<file path="config.mk">
export PLATFORM = sky130hd
export DESIGN_NAME = timebase_watchdog
export DESIGN_NICKNAME = d
export VERILOG_FILES = /design/src/rtl/timebase_watchdog.sv
export SDC_FILE = /design/constraint.sdc
export NUM_CORES = 1
export LEC_CHECK = 0
export BUFFER_PORTS_ARGS = -buffer_cell sky130_fd_sc_hd__buf_2
export CAP_MARGIN = 40
export CORE_AREA = 2 2 45 68
export DETAILED_ROUTE_END_ITERATION = 6
export DIE_AREA = 0 0 47 70
export PLACE_DENSITY = 0.79
export SYNTH_ARGS = -nofsm -noshare
export SYNTH_HDL_FRONTEND = slang
export SYNTH_SLANG_ARGS = --single-unit
</file>
<file path="constraint.sdc">
create_clock -name clk -period 5 [get_ports clk]
set_input_delay 0 -clock clk [delete_from_list [all_inputs] [get_ports clk]]
set_output_delay 0 -clock clk [all_outputs]
set_load 0.02 [all_outputs]
</file>
<file path="src/rtl/timebase_watchdog.sv">
module timebase_watchdog #(
  parameter int PRE_BITS = 3,
  parameter int DIV_BITS = 15,
  parameter int WDT_BITS = 2,
  parameter int SEL_BITS = 3
) (
  input  logic                clk,
  input  logic                rst_n,
  input  logic                tick_in,
  input  logic [1:0]          clk_src,
  input  logic                cmd_sys_en,
  input  logic                cmd_sys_dis,
  input  logic                cmd_timer_en,
  input  logic                cmd_timer_dis,
  input  logic                cmd_wdt_en,
  input  logic                cmd_wdt_dis,
  input  logic                cmd_clr_timer,
  input  logic                cmd_clr_wdt,
  input  logic                cmd_irq_en,
  input  logic                cmd_irq_dis,
  input  logic                cmd_freq,
  input  logic [SEL_BITS-1:0] freq_sel,
  output logic                irq_val,
  output logic                irq_oe
);

  localparam logic [PRE_BITS-1:0] PRE_LAST = '1;
  localparam logic [WDT_BITS-1:0] WDT_LAST = '1;
  localparam logic [DIV_BITS-1:0] ALL_ONES = '1;

  logic                sys_on, tb_on, route_wdt, irq_en, wdt_flag;
  logic [SEL_BITS-1:0] freq;
  logic [PRE_BITS-1:0] presc;
  logic [DIV_BITS-1:0] cnt;
  logic [WDT_BITS-1:0] wdt_cnt;

  wire ext_src    = clk_src[1];
  wire src32      = (clk_src == 2'b00);
  wire powered    = sys_on | ext_src;
  wire running    = powered & tb_on;
  wire clr_any    = cmd_clr_timer | cmd_clr_wdt;
  wire base_tick  = running & tick_in & (src32 | (presc == PRE_LAST));

  wire [DIV_BITS-1:0] mask = ALL_ONES >> freq;
  wire tb_out     = |(cnt & (mask ^ (mask >> 1)));
  wire period_end = base_tick & ((cnt & mask) == mask);
  wire wdt_step   = period_end & route_wdt;

  always_ff @(posedge clk or negedge rst_n) begin
    if (!rst_n) begin
      sys_on    <= 1'b0;
      tb_on     <= 1'b0;
      route_wdt <= 1'b0;
      irq_en    <= 1'b0;
      freq      <= '0;
    end else begin
      if (cmd_sys_en) sys_on <= 1'b1;
      else if (cmd_sys_dis && !ext_src) sys_on <= 1'b0;
      if (cmd_timer_en) begin
        tb_on     <= 1'b1;
        route_wdt <= 1'b0;
      end else if (cmd_wdt_en) begin
        tb_on     <= 1'b1;
        route_wdt <= 1'b1;
      end else if (cmd_timer_dis || cmd_wdt_dis) begin
        tb_on <= 1'b0;
      end
      if (cmd_irq_en) irq_en <= 1'b1;
      else if (cmd_irq_dis) irq_en <= 1'b0;
      if (cmd_freq) freq <= freq_sel;
    end
  end

  always_ff @(posedge clk or negedge rst_n) begin
    if (!rst_n) begin
      presc <= '0;
      cnt   <= '0;
    end else if (clr_any) begin
      presc <= '0;
      cnt   <= '0;
    end else begin
      if (running && tick_in && !src32) presc <= presc + 1'b1;
      if (base_tick) cnt <= cnt + 1'b1;
    end
  end

  always_ff @(posedge clk or negedge rst_n) begin
    if (!rst_n) begin
      wdt_cnt  <= '0;
      wdt_flag <= 1'b0;
    end else if (cmd_clr_wdt) begin
      wdt_cnt  <= '0;
      wdt_flag <= 1'b0;
    end else begin
      if (wdt_step) wdt_cnt <= wdt_cnt + 1'b1;
      if (cmd_irq_dis) wdt_flag <= 1'b0;
      else if (wdt_step && wdt_cnt == WDT_LAST) wdt_flag <= 1'b1;
    end
  end

  assign irq_val = route_wdt ? ~wdt_flag : tb_out;
  assign irq_oe  = irq_en & powered & ~irq_val;

  assert_presc_R2: assert property (@(posedge clk) disable iff (!rst_n)
    running && !src32 && tick_in && presc != PRE_LAST && !clr_any |=> $stable(cnt))
    else $error("prescaler let the divider advance early");

  assert_flag_rise_R4: assert property (@(posedge clk) disable iff (!rst_n)
    !wdt_flag && !(wdt_step && wdt_cnt == WDT_LAST) |=> !wdt_flag)
    else $error("watchdog flag set outside a fourth period end");

  assert_flag_hold_R5: assert property (@(posedge clk) disable iff (!rst_n)
    wdt_flag && !cmd_clr_wdt && !cmd_irq_dis |=> wdt_flag)
    else $error("watchdog flag dropped without a clear");

  assert_clear_R6: assert property (@(posedge clk) disable iff (!rst_n)
    clr_any |=> (cnt == '0) && (presc == '0))
    else $error("clear did not zero the divider");

  assert_float_R8: assert property (@(posedge clk) disable iff (!rst_n)
    cmd_irq_dis |=> !irq_oe)
    else $error("pin driven after interrupt disable");

  assert_halt_R9: assert property (@(posedge clk) disable iff (!rst_n)
    !running && !clr_any |=> $stable(cnt))
    else $error("divider moved while stopped");

endmodule

</file>
# Word level (Yosys, flattened, before mapping)
# Cells that the tools add are included.
# word_totals
register_bits	28
input_bits	19
out_inout_bits	2
wordCells	67
# classes
addsub	3
n_eq_ne	3
shift	1
n_mux	19
bitwise	15
n_reduce_logical	17
# op_table
operator	count
AND 15 bit	2
two-way mux 15 bit	2
adder 15 x 1 -> 15 bit, second input constant	1
== test 15 bit	1
OR reduction 15 bit	1
>> shifter 15 x 3 -> 15 bit, first input constant	1
XOR 15 x 14 -> 15 bit	1
two-way mux 1 bit	13
nonzero test 2 bit	6
AND 1 bit	7
two-way mux 3 bit	2
nonzero test 3 bit	2
logical AND 1 bit	4
two-way mux 2 bit	2
adder 3 x 1 -> 3 bit, second input constant	1
== test 3 bit, second input constant	1
OR 1 bit	3
adder 2 x 1 -> 2 bit, second input constant	1
== test 2 bit, second input constant	1
logical NOT 1 bit	2
logical NOT 2 bit	1
inverter 1 bit	2
logical OR 1 bit	1

# Logic depth before layout (Yosys ltp)
# Gate-level depths: netlist of the first run.
# depth
word_depth	10
depth_mapped	6
depth_no_buf	6

# Worst setup path before layout of the first run
# No wires, ideal clock.
# synth_path
path_kind	reg-to-reg
from	reg presc[0]
to	reg cnt[14]
setup_time_ps	78
t_arrival_ps	1770
t_required_ps	4922
slack_ps	3153
stages_incl_launch_ff	7
path_buffers	0
synth_period_minus_slack_ps	1847
cell_sequence	dfrtp_1 -> ha_1 -> ha_1 -> o21ba_2 -> or4_4 -> or3_1 -> a21oi_1
# synth_via
elab_chain_len	4
# synth_rtl
item	line_no	text
from (decl)	33	logic [PRE_BITS-1:0] presc;
from (signal assigned)	82	if (running && tick_in && !src32) presc <= presc + 1'b1;
== test 3 bit	42	wire base_tick = running & tick_in & (src32 | (presc == PRE_LAST));
OR 1 bit	42	
AND 1 bit	42	
nonzero test 2 bit (no source line)	--	
to (signal assigned)	83	if (base_tick) cnt <= cnt + 1'b1;
to (decl)	34	logic [DIV_BITS-1:0] cnt;
# No other way between the ends.
# A chain may end at the register's enable or synchronous reset.

# Worst setup path in the final report of the first run
# layout_path
from	reg presc[0]
to	reg wdt_flag
# layout_via
elab_chain_len	7
# layout_rtl
item	line_no	text
== test 3 bit	42	
OR 1 bit	42	
AND 1 bit	42	
AND 1 bit	46	wire period_end = base_tick & ((cnt & mask) == mask);
AND 1 bit	47	wire wdt_step = period_end & route_wdt;
logical AND 1 bit	97	else if (wdt_step && wdt_cnt == WDT_LAST) wdt_flag <= 1'b1;
nonzero test 3 bit (no source line)	--	
to (signal assigned)	93	wdt_flag <= 1'b0;
to (signal assigned)	96	if (cmd_irq_dis) wdt_flag <= 1'b0;
to (signal assigned)	97	
to (decl)	31	logic sys_on, tb_on, route_wdt, irq_en, wdt_flag;
# No other way between the ends.

==> metrics, run 1 <==
CP delay by family, top buffers and inverters; Final setup viols 0; Ys Warns 0; final wirelength 3.50 mm; Bufs on Longest Clock Path 2; drt first pass iters 4; reg2reg start presc[0]$_DFFE_PN0P_; CTS tree built; DR iter-0 viols between 50 and 60; Gate Count Post-Synth 154; outcome completed; fmax 442 MHz; Layout Skew 0.00201 ns; capturing element type of the critical path register; mean post-synth cell area 10.0 um2; Leakage between 0.7 and 0.8 nW; CP Depth 7; final hold violation count 0; Worst EP arrival 2.42 ns; final count of pins violating max slew 0; CTS resizes 0; Worst path max stage delay about 0.57 ns; worst-path maximum fanout 8; PD cells between 200 and 250 nW/um2; fraction of registers with async set/reset 100%; Hold Crit Class in2reg; chip width 47 um; # nets final 213; Core Region 2760 um2; n_diodes 0; root buf cell clkbuf_8; Setup crit end wdt_flag$_DFFE_PN0P_; TritonCTS Buffers 3; Die Y-Extent 70 um; Area growth syn-to-layout 21.5%; R2R Setup Slk 2.74 ns; vias in the first global route between 1,000 and 1,500; Initial Util 55.9%; prevailing post-synth register cell dfrtp_1; Worst Max-Slew Pin Slew ~0.61 ns; Clock Power Share about a third; CP cell instances ha_1, ha_1, o21bai_2, and4_1, a41oi_1, nor3_1, dlygate4sd3_1; initial antenna violation count 0; Psw 0.103 mW; Final min period 2.26 ns; Port Buffer Count 20; RePlAce Congestion 0.878; Remaining DRCs 0; EDFF count, synth 0; sequential fraction of the synthesis area 45.3%; fin area around 1900 um2; fin worst setup slack 2.74 ns; Rows 24; Synth cell types 40; Buf/Inv on CP 1; vias per inst 6.04; largest net degree at the start of global routing 29; Reg power frac 55.6%; Worst-path clk slew 0.09 ns; syn nets 177; GRT Util Overall 24.0%; number of synthesized register bits 28; layout cells sized above 1 about 19%; CP dominant cell by count ha_1; number of max-cap violations 0; H-tree depth 1; part of the power in combinational logic 12.4%; fin crit share between 40 and 50%; CP Launch Type register; CP startpoint presc[0]$_DFFE_PN0P_; Placed Cells 210; Worst path slowest cell dlygate4sd3_1; ANT nets after route 0; IO Count 21; switching share of power 23.9%; vias 1,376; clk_lat worst skew 0.27 ns; RSZ-0062 raised after global routing false; final core utilization 67.9%; first-pass GRT wire length 5.92 mm; Max rail drop VDD 0.000184 V; GRT Residual Overflow 0; Cell Area, Placed 1680 um2; Mapped Area 1550 um2; DP Worst Slack approximately 3.1 ns; crit path kind reg2reg; data required time of the worst path 5.16 ns; Final Non-Filler Cells 228; fillcell total about 220; R2R cell count 7; CTS sink count 28; DIE AREA 3290 um2; Worst R2R End wdt_flag$_DFFE_PN0P_; WL/cell 15.4 um; setup_tns 0 ns; Pint about 0.33 mW; post-detail-place hpwl approximately 2.5 mm; Slew HR 59.3%
[placed cells by master (no fill, tap or decap), types with 2 or more instances in the layout]
cell type,instances
or4_1,4
dfrtp_1,28
or3_1,4
mux4_2,2
o21ai_0,7
o31ai_1,3
xnor2_1,5
dlygate4sd3_1,14
and4_1,3
nand3_1,7
nand2_1,9
mux2_2,2
nor3_1,3
nor4_1,2
nand4_1,7
ha_1,4
a21o_1,3
xor2_1,3
inv_1,4
mux2i_1,5
clkbuf_8,4
nor2_1,16
buf_2,20
a21oi_1,13
[how the worst min path moves through the flow]
stage	slack (ns)	end	start	cells past startpoint
floorplan	-0.30	cnt[0]$_DFFE_PN0P_	rst_n	0
global placement	0.04	cnt[11]$_DFFE_PN0P_	rst_n	1
detailed placement	0.05	cnt[11]$_DFFE_PN0P_	rst_n	1
CTS	0.002	cnt[13]$_DFFE_PN0P_	cmd_clr_timer	3
global route	0.02	cnt[13]$_DFFE_PN0P_	cmd_clr_timer	3
finish	0.006	cnt[13]$_DFFE_PN0P_	cmd_clr_timer	3
[logic make-up (layout without fill, tap and decap cells)]
kind of cell               count (synthesis)  after routing  synth area share, %
AOI/OAI and AO/OA                         38             38                 16.9
buffers and inverters                      7             42                 1.78
xor gates and xnor gates                   8              8                 4.53
muxes                                      9              9                 7.61
DFF                                       28             28                 45.3
adders and majority gates                  4              4                 3.24
and+or+nand+nor                           60             60                 20.6
[registers in the layout, summed over array words and instances, names as in the netlist]
name and flops:
wdt_flag 1, freq 3, presc 3, wdt_cnt 2
tb_on 1, sys_on 1, route_wdt 1, irq_en 1
cnt 15
[worst register-to-register path, stage by stage, from the launching register on]
cell and delay, ns:
dfrtp_1 0.41, ha_1 0.20, ha_1 0.17, o21bai_2 0.27, and4_1 0.27, a41oi_1 0.20
nor3_1 0.06, dlygate4sd3_1 0.57
[through the flow]
step	total power, mW	hold slack (ns)
after CTS	0.435	0.00157
after detailed placement	0.288	0.0480
after global placement	0.286	0.0384
after global routing	0.452	0.0200
final	0.430	0.00556
after floorplan	0.267	-0.296
[area by class of cell]
cell class,instances,area (um2),share of cell area [%]
Multi-Input combinational cell,119,817,43.5
Sequential cell,28,701,37.3
Timing Repair Buffer,34,240,12.8
Clock buffer,4,55.1,2.93
Tap cell,39,48.8,2.60
Inverter,4,15.0,0.800
[synthesized netlist by cell type, types with 2 or more instances]
master / number / area, um2
xnor2_1: 5 / 43.8
nor4_1: 2 / 12.5
or3_1: 4 / 25.0
xor2_1: 3 / 26.3
mux2_2: 2 / 22.5
dfrtp_1: 28 / 701
nor2_1: 16 / 60.1
nor3_1: 3 / 15.0
a21o_1: 3 / 22.5
and4_1: 3 / 26.3
nand2_1: 9 / 33.8
o21ai_0: 7 / 35.0
inv_1: 4 / 15.0
mux2i_1: 5 / 50.1
clkbuf_1: 2 / 7.51
or4_1: 4 / 30.0
ha_1: 4 / 50.1
nand3_1: 7 / 35.0
o31ai_1: 3 / 22.5
mux4_2: 2 / 45.0
a21oi_1: 13 / 65.1
nand4_1: 7 / 43.8
[metal layers]
metal | part of all wire (%) | GRT usage, %
met4 | 3.1 | 10.5
met5 | 0 | 0
met3 | 2.5 | 2.58
met1 | 39 | 26.7
met2 | 56 | 42.6
[power groups by stage]
stage               Clock, mW  Sequential [mW]  Combinational [mW]
detailed placement          0            0.244              0.0445
floorplan                   0            0.240              0.0275
finish                  0.138            0.239              0.0532
CTS                     0.143            0.239              0.0531
global route            0.152            0.241              0.0589
global placement            0            0.243              0.0426
[what timing repair did]
item | in CTS | in global routing
hold buffers | 14 | 0
hold endpoints to repair | 38 | 0
buffers inserted | 0 | 0
Power figures use the tool's default switching activity.
==> inputs of run 2 (changes only) <==
Settings changed: ABC_AREA from default to 1, CORE_AREA 2 2 45 68 to 2 2 48 72, DIE_AREA 0 0 47 70 to 0 0 50 74, PLACE_DENSITY 0.79 to 0.75.
Clock period 5 ns to 2.2 ns, I/O delays scaled along.
==> run 2 against run 1 <==
Against the previous run:
- register-to-register slack worse by 2.1 ns
- power is 120% higher
- worst hold slack worse by 0.0011 ns
- sequential power is 130% higher
- cell area is 7.7% higher
- first-iteration DRC count is 47% lower
- synthesized cell count is 52% higher
- area after synthesis is 8.0% higher
==> metrics, run 2 <==
outcome completed (unchanged); Largest Register cnt (unchanged); vias in the first global route 1,520 (was 1,395); Slew HR 58.4% (was 59.3%); worst-path maximum fanout 1 (was 8); CP Launch Type primary input (was register); sequential fraction of the synthesis area 42.0% (was 45.3%); Remaining DRCs 0 (unchanged); Die Y-Extent 74 um (was 70 um); adder-cell share of the synthesized area 3.00% (was 3.24%); GRT Residual Overflow 0 (unchanged); commonest cells after routing, fill and taps aside 59 x nand2_1, 34 x inv_1, 30 x nor2_1, 28 x dfrtp_1 (was 28 x dfrtp_1, 20 x buf_2, 16 x nor2_1, 14 x dlygate4sd3_1, 13 x a21oi_1); Yosys top cell area share 42.0% (was 45.3%); area leader, netlist dfrtp_1 (unchanged); Port Buffer Count 20 (unchanged); setup_tns 0 ns (unchanged); Final setup viols 0 (unchanged); Bufs on Longest Clock Path 2 (unchanged); TritonCTS Buffers 3 (unchanged); n_diodes 0 (unchanged); Synth cell types 25 (was 40); crit path kind in2reg (was reg2reg); PD cells 469 nW/um2 (was 229 nW/um2); root buf cell clkbuf_8 (unchanged); final hold violation count 0 (unchanged); Synth Area in Compound Gates 9.67% (was 16.9%); fin crit share 79.9%; ANT nets after route 0 (unchanged); final count of pins violating max slew 0 (unchanged); mean post-synth cell area 7.13 um2 (was 10.0 um2); cell with the most instances after synthesis nand2_1 (was dfrtp_1); largest net degree at the start of global routing 29 (unchanged); Worst Max-Slew Pin Slew 0.624 ns (was 0.610 ns); Core Region 3100 um2 (was 2760 um2); Initial Util 53.9% (was 55.9%); WL/cell 12.0 um (was 15.4 um); Max rail drop VDD 0.000427 V (was 0.000184 V); Mapped Area 1670 um2 (was 1550 um2); syn nets 257 (was 177); CP cell instances dlygate4sd3_1, buf_2, nand2_1, dlygate4sd3_1, o21ai_0, dlygate4sd3_1 (was ha_1, ha_1, o21bai_2, and4_1, a41oi_1, nor3_1, dlygate4sd3_1); CTS resizes 0 (unchanged); GRT busiest layer met2 (unchanged); EDFF count, synth 0 (unchanged); fraction of registers with async set/reset 100% (unchanged); CTS tree built (unchanged); Worst-path clk slew 0.09 ns (about the same); data required time of the worst path 2.36 ns (was 5.16 ns); layout cells sized above 1 13.9% (was 18.5%); CP delay by family, top buffers and inverters (unchanged); # nets final 298 (was 213); Final min period 1.76 ns; Simple-Gate Fraction of Synth Area 36.0% (was 20.6%); met3 usage 2.01% (was 2.58%); Ys Warns 0 (unchanged); number of max-cap violations 0 (unchanged); H-tree depth 1 (unchanged); Commonest cells post-synth 59 x nand2_1, 34 x inv_1, 30 x nor2_1, 28 x dfrtp_1, 20 x nand3_1 (was 28 x dfrtp_1, 16 x nor2_1, 13 x a21oi_1, 9 x nand2_1); prevailing post-synth register cell dfrtp_1 (unchanged); Rows 25 (was 24); max reg flops 15 (unchanged); cells taking the most area after synthesis dfrtp_1 42%, nand2_1 13%, inv_1 7.6%, nor2_1 6.7%, nand3_1 6.0% (was dfrtp_1 45%, a21oi_1 4.2%, nor2_1 3.9%, ha_1 3.2%, mux2i_1 3.2%); M1 GR Usage 27.7% (was 26.7%); drt first pass iters 4 (unchanged); largest family of logic cells by synthesized area simple AND/OR/NAND/NOR gates (unchanged); Worst EP arrival 1.92 ns (was 2.42 ns); vias 1,580 (was 1,376); Layout Skew 0.00520 ns (was 0.00201 ns); commonest non-fill, non-tap cell in the layout nand2_1 (was dfrtp_1); Buf/Inv on CP 4 (was 1); GRT Util Overall 23.0% (was 24.0%); RePlAce Congestion 0.877 (was 0.878); multiplexer share of the synthesized area 0% (was 7.61%); setup repair bufs after CTS 0 (unchanged); final wirelength 3.74 mm (was 3.50 mm); met2 Usage GRT 43.6% (was 42.6%); final core utilization 65.3% (was 67.9%); clk_lat worst skew 0.27 ns (about the same); post-detail-place hpwl 2.76 mm (was 2.54 mm); Gate Count Post-Synth 234 (was 154); initial antenna violation count 0 (unchanged); RSZ-0062 raised after global routing false (unchanged); capturing element type of the critical path register (unchanged); post-synthesis xor/xnor area fraction 0.525% (was 4.53%); chip width 50 um (was 47 um); Leakage 0.980 nW (was 0.791 nW); CP dominant cell by count dlygate4sd3_1 (was ha_1); Worst path slowest cell dlygate4sd3_1 (unchanged); DR iter-0 viols 29 (was 55); Area growth syn-to-layout 21.1% (was 21.5%); CTS sink count 28 (unchanged); DIE AREA 3700 um2 (was 3290 um2); IO Count 21 (unchanged); first-pass GRT wire length 6.59 mm (was 5.92 mm); fmax 569 MHz; top flop regs cnt: 15 flops, freq: 3 flops, presc: 3 flops (unchanged); R2R Setup Slk 0.59 ns (was 2.74 ns); vias per inst 5.05 (was 6.04); Worst path max stage delay 0.58 ns (was 0.57 ns); Hold Crit Class in2reg (unchanged); number of synthesized register bits 28 (unchanged)
run 2: changes by cell type after synthesis, moves of 6 or more:
cell / change
nand2_1: +50
inv_1: +30
nor2_1: +14
nand3_1: +13
o21ai_0: +8
nor2_2: +6
run 2: cells by family (layout without fill, tap and decap cells):
family / after synthesis / after routing
and+or+nand+nor: 134 / 134
buffers and inverters: 37 / 76
AOI/OAI and AO/OA: 30 / 30
DFF: 28 / 28
adders and majority gates: 4 / 4
xor gates and xnor gates: 1 / 1
run 2: metrics by stage:
stage	setup slack, ns	instance area (um2)	hold slack [ns]	power (mW)	std cells
after floorplan	0.766	1670	-0.296	0.605	234
after global placement	0.656	1810	0.0618	0.649	293
after detailed placement	0.623	1810	0.0594	0.651	293
after CTS	0.527	2020	0.00213	0.950	313
after global routing	0.370	2020	0.0173	0.988	313
final	0.443	2020	0.00442	0.948	313
run 2: path summary, 6_finish.rpt:
check	to	cells past startpoint	from
max	freq[1]$_DFFE_PN0P_	6	freq_sel[1]
min	sys_on$_DFFE_PN0P_	3	cmd_sys_dis
max reg2reg	cnt[8]$_DFFE_PN0P_	9	presc[0]$_DFFE_PN0P_
min reg2reg	presc[0]$_DFFE_PN0P_	1	presc[0]$_DFFE_PN0P_
max in group asynchronous	cnt[9]$_DFFE_PN0P_	2	rst_n
min in group asynchronous	cnt[4]$_DFFE_PN0P_	2	rst_n
run 2: power by group:
group          internal [mW]  total [mW]  switching, mW  leakage (nW)
clock network          0.123       0.279          0.156        0.0216
logic                 0.0585       0.129         0.0709         0.586
registers              0.525       0.539         0.0142         0.373
total                  0.707       0.948          0.241         0.980
run 2: cell type report:
| cell class | count | area, um2 |
|---|---|---|
| multi-input combinational | 169 | 821 |
| inverter | 35 | 131 |
| fill | 286 | 1070 |
| sequential | 28 | 701 |
| timing repair buffer | 38 | 278 |
| clock buffer | 3 | 41.3 |
| tap | 40 | 50.0 |
run 2: tightest hold or removal path, cell delays in order:
cell	delay, ns
buf_2	0.09
nand2_1	0.05
a21o_1	0.10
run 2: what timing repair did:
action	CTS	global route
setup endpoints to repair	0	0
hold buffers	17	0
hold endpoints to repair	37	0
run 2: per-layer routing:
| metal | wire (um) | vias up | share of wire (%) |
|---|---|---|---|
| met5 | 0 | - | 0 |
| met1 | 1580 | 722 | 42 |
| met2 | 2050 | 26 | 55 |
| li1 | - | 828 | - |
| met4 | 38 | 0 | 1.0 |
| met3 | 76 | 4 | 2.0 |
==> inputs of run 3 (changes only) <==
Settings changed: CORE_AREA 2 2 48 72 to 2 2 50 76, DIE_AREA 0 0 50 74 to 0 0 52 78, PLACE_DENSITY 0.75 to 0.72.
Clock period 2.2 ns to 1.45 ns, I/O delays scaled along.
==> run 3 against run 2 <==
Against the previous run:
- the flow now finishes with violations (setup timing)
- sequential cell count stayed put
- combinational power grew 100%
- clock skew up 0.0013 ns
- setup slack lost 0.52 ns
- sequential power increased by 53%
- worst hold slack better by 0.029 ns
- die area up 9.6%
- routed wire length grew 25%
- critical path type is now reg2out
- largest cell class unchanged
- highest routed layer unchanged
==> metrics, run 3 (synthesis results as in run 2) <==
Cell Area, Placed 1840 um2 (was 1810 um2); area of the multi-input gates 1010 um2 (was 821 um2); Rows 26 (was 25); Buf/Inv on CP 1 (was 4); fin worst setup slack -0.0737 ns (was 0.443 ns); chip width 52 um (was 50 um); IO Count 21 (unchanged); drt first pass iters 5 (was 4); initial antenna violation count 0 (unchanged); RSZ-0062 raised after global routing true (was false); worst-path maximum fanout 7 (was 1); Worst Max-Slew Pin Slew 0.628 ns (was 0.624 ns); vias in the first global route 1,755 (was 1,520); Hold Crit Class in2reg (unchanged); fmax 656 MHz; final wirelength 4.67 mm (was 3.74 mm); WL/cell 14.2 um (was 12.0 um); crit path kind reg2out (was in2reg); largest net degree at the start of global routing 29 (unchanged); TritonCTS Buffers 3 (unchanged); GRT Residual Overflow 0 (unchanged); GRT busiest layer met2 (unchanged); ANT nets after route 0 (unchanged); CP delay by family, top simple AND/OR/NAND/NOR gates (was buffers and inverters); Remaining DRCs 0 (unchanged); setup_tns -0.357 ns (was 0 ns); DIE AREA 4060 um2 (was 3700 um2); final hold violation count 0 (unchanged); first-pass GRT wire length 7.32 mm (was 6.59 mm); DR iter-0 viols 42 (was 29); max reg flops 15 (unchanged); met3 usage 2.31% (was 2.01%); Leakage 1.12 nW (was 0.980 nW); fillcell total 249 (was 286); commonest cells after routing, fill and taps aside 53 x nand2_1, 29 x inv_1, 26 x nor2_1, 24 x dfrtp_1, 18 x buf_2 (was 59 x nand2_1, 34 x inv_1, 30 x nor2_1, 28 x dfrtp_1); Layout Skew 0.00652 ns (was 0.00520 ns); Largest Register cnt (unchanged); CP cell instances nand3_1, o21ai_1, nor2_1, nand3_2, and2_4, buf_6 (was dlygate4sd3_1, buf_2, nand2_1, dlygate4sd3_1, o21ai_0, dlygate4sd3_1); Area growth syn-to-layout 41.1% (was 21.1%); top flop regs cnt: 15 flops, freq: 3 flops, presc: 3 flops (unchanged); violated checks setup timing; Worst-path clk slew 0.10 ns (was 0.09 ns); worst hold slack 0.0330 ns (was 0.00442 ns); RePlAce Congestion 0.859 (was 0.877); layout cells sized above 1 30.4% (was 13.9%); vias per inst 5.36 (was 5.05); Slew HR 58.1% (was 58.4%); Bufs on Longest Clock Path 2 (unchanged); clk_lat worst skew 0.28 ns (was 0.27 ns); Max rail drop VDD 0.000656 V (was 0.000427 V); CTS sink count 28 (unchanged); final core utilization 70.3% (was 65.3%); capturing element type of the critical path output port (was register); Die Y-Extent 78 um (was 74 um); # nets final 310 (was 298); CTS tree built (unchanged); Worst EP arrival 1.52 ns (was 1.92 ns); vias 1,759 (was 1,580); Final min period between 1.5 and 2 ns; Initial Util 49.8% (was 53.9%); Port Buffer Count 20 (unchanged); data required time of the worst path 1.45 ns (was 2.36 ns); register area 706 um2 (was 701 um2); Final setup viols 13 (was 0); number of max-cap violations 0 (unchanged); H-tree depth 1 (unchanged); final count of pins violating max slew 0 (unchanged); commonest non-fill, non-tap cell in the layout nand2_1 (unchanged); Worst path max stage delay 0.48 ns (was 0.58 ns); GRT Util Overall 23.6% (was 23.0%); Core Region 3350 um2 (was 3100 um2); n_diodes 0 (unchanged); fin area 2350 um2 (was 2020 um2); CP Launch Type register (was primary input); outcome finished with violations (was completed); Worst path slowest cell dfrtp_2 (was dlygate4sd3_1); M1 GR Usage 26.5% (was 27.7%); post-detail-place hpwl 2.88 mm (was 2.76 mm); met2 Usage GRT 42.4% (was 43.6%); root buf cell clkbuf_8 (unchanged); fin crit share 105%; PD cells 667 nW/um2 (was 469 nW/um2)
## run 3: path summary, 6_finish.rpt
path / from / endpoint / cells after the start / slack [ns]
setup / recovery: freq[1]$_DFFE_PN0P_ / irq_val / 6 / -0.07
hold / removal: cmd_timer_dis / tb_on$_DFFE_PN0P_ / 3 / 0.03
setup reg to reg: presc[1]$_DFFE_PN0P_ / cnt[3]$_DFFE_PN0P_ / 9 / -0.05
hold reg to reg: tb_on$_DFFE_PN0P_ / tb_on$_DFFE_PN0P_ / 1 / 0.51
max in group asynchronous: rst_n / cnt[9]$_DFFE_PN0P_ / 2 / 0.73
min in group asynchronous: rst_n / cnt[4]$_DFFE_PN0P_ / 2 / 0.27
## run 3: cell type report
type                       count  share of cell area [%]
multi-input combinational    170                    43.0
clock buffer                   4                    2.34
timing repair buffer          49                    16.6
tap                           42                    2.23
sequential                    28                    30.0
inverter                      35                    5.90
## run 3: what timing repair did
action,in CTS,in global routing
hold endpoints to repair,38,0
pin swaps,5,23
cloned,0,1
buffers inserted,2,6
endpoints found under the setup margin,10,19
gates resized for setup,20,47
hold buffers,16,0
## run 3: layer usage
| layer | wire length [um] | share of wire (%) | vias up |
|---|---|---|---|
| met5 | 0 | 0 | - |
| met4 | 141 | 3.0 | 0 |
| met3 | 189 | 4.0 | 15 |
| met2 | 2580 | 55 | 66 |
| met1 | 1750 | 38 | 823 |
| li1 | - | - | 855 |
## run 3: stage by stage
stage	setup slack, ns	cells	power (mW)
6_report	-0.0737	328	1.57
5_1_grt	-0.191	328	1.64
4_1_cts	-0.0362	321	1.53
3_5_place_dp	-0.0438	299	0.992
3_3_place_gp	-0.0183	299	0.990
2_1_floorplan	0.0158	234	0.918
## run 3: worst register-to-register path: stages, from the launching register on
cell,delay (ns)
dfrtp_1,0.40
ha_2,0.20
ha_4,0.15
inv_2,0.04
nand2_2,0.07
nand2_4,0.09
buf_6,0.11
nor3_4,0.04
buf_4,0.14
nor3b_2,0.19
## run 3: where the power goes
| part | switching [mW] | internal [mW] | total (mW) |
|---|---|---|---|
| Clock | 0.244 | 0.244 | 0.488 |
| Sequential | 0.0255 | 0.798 | 0.824 |
| Combinational | 0.138 | 0.121 | 0.259 |
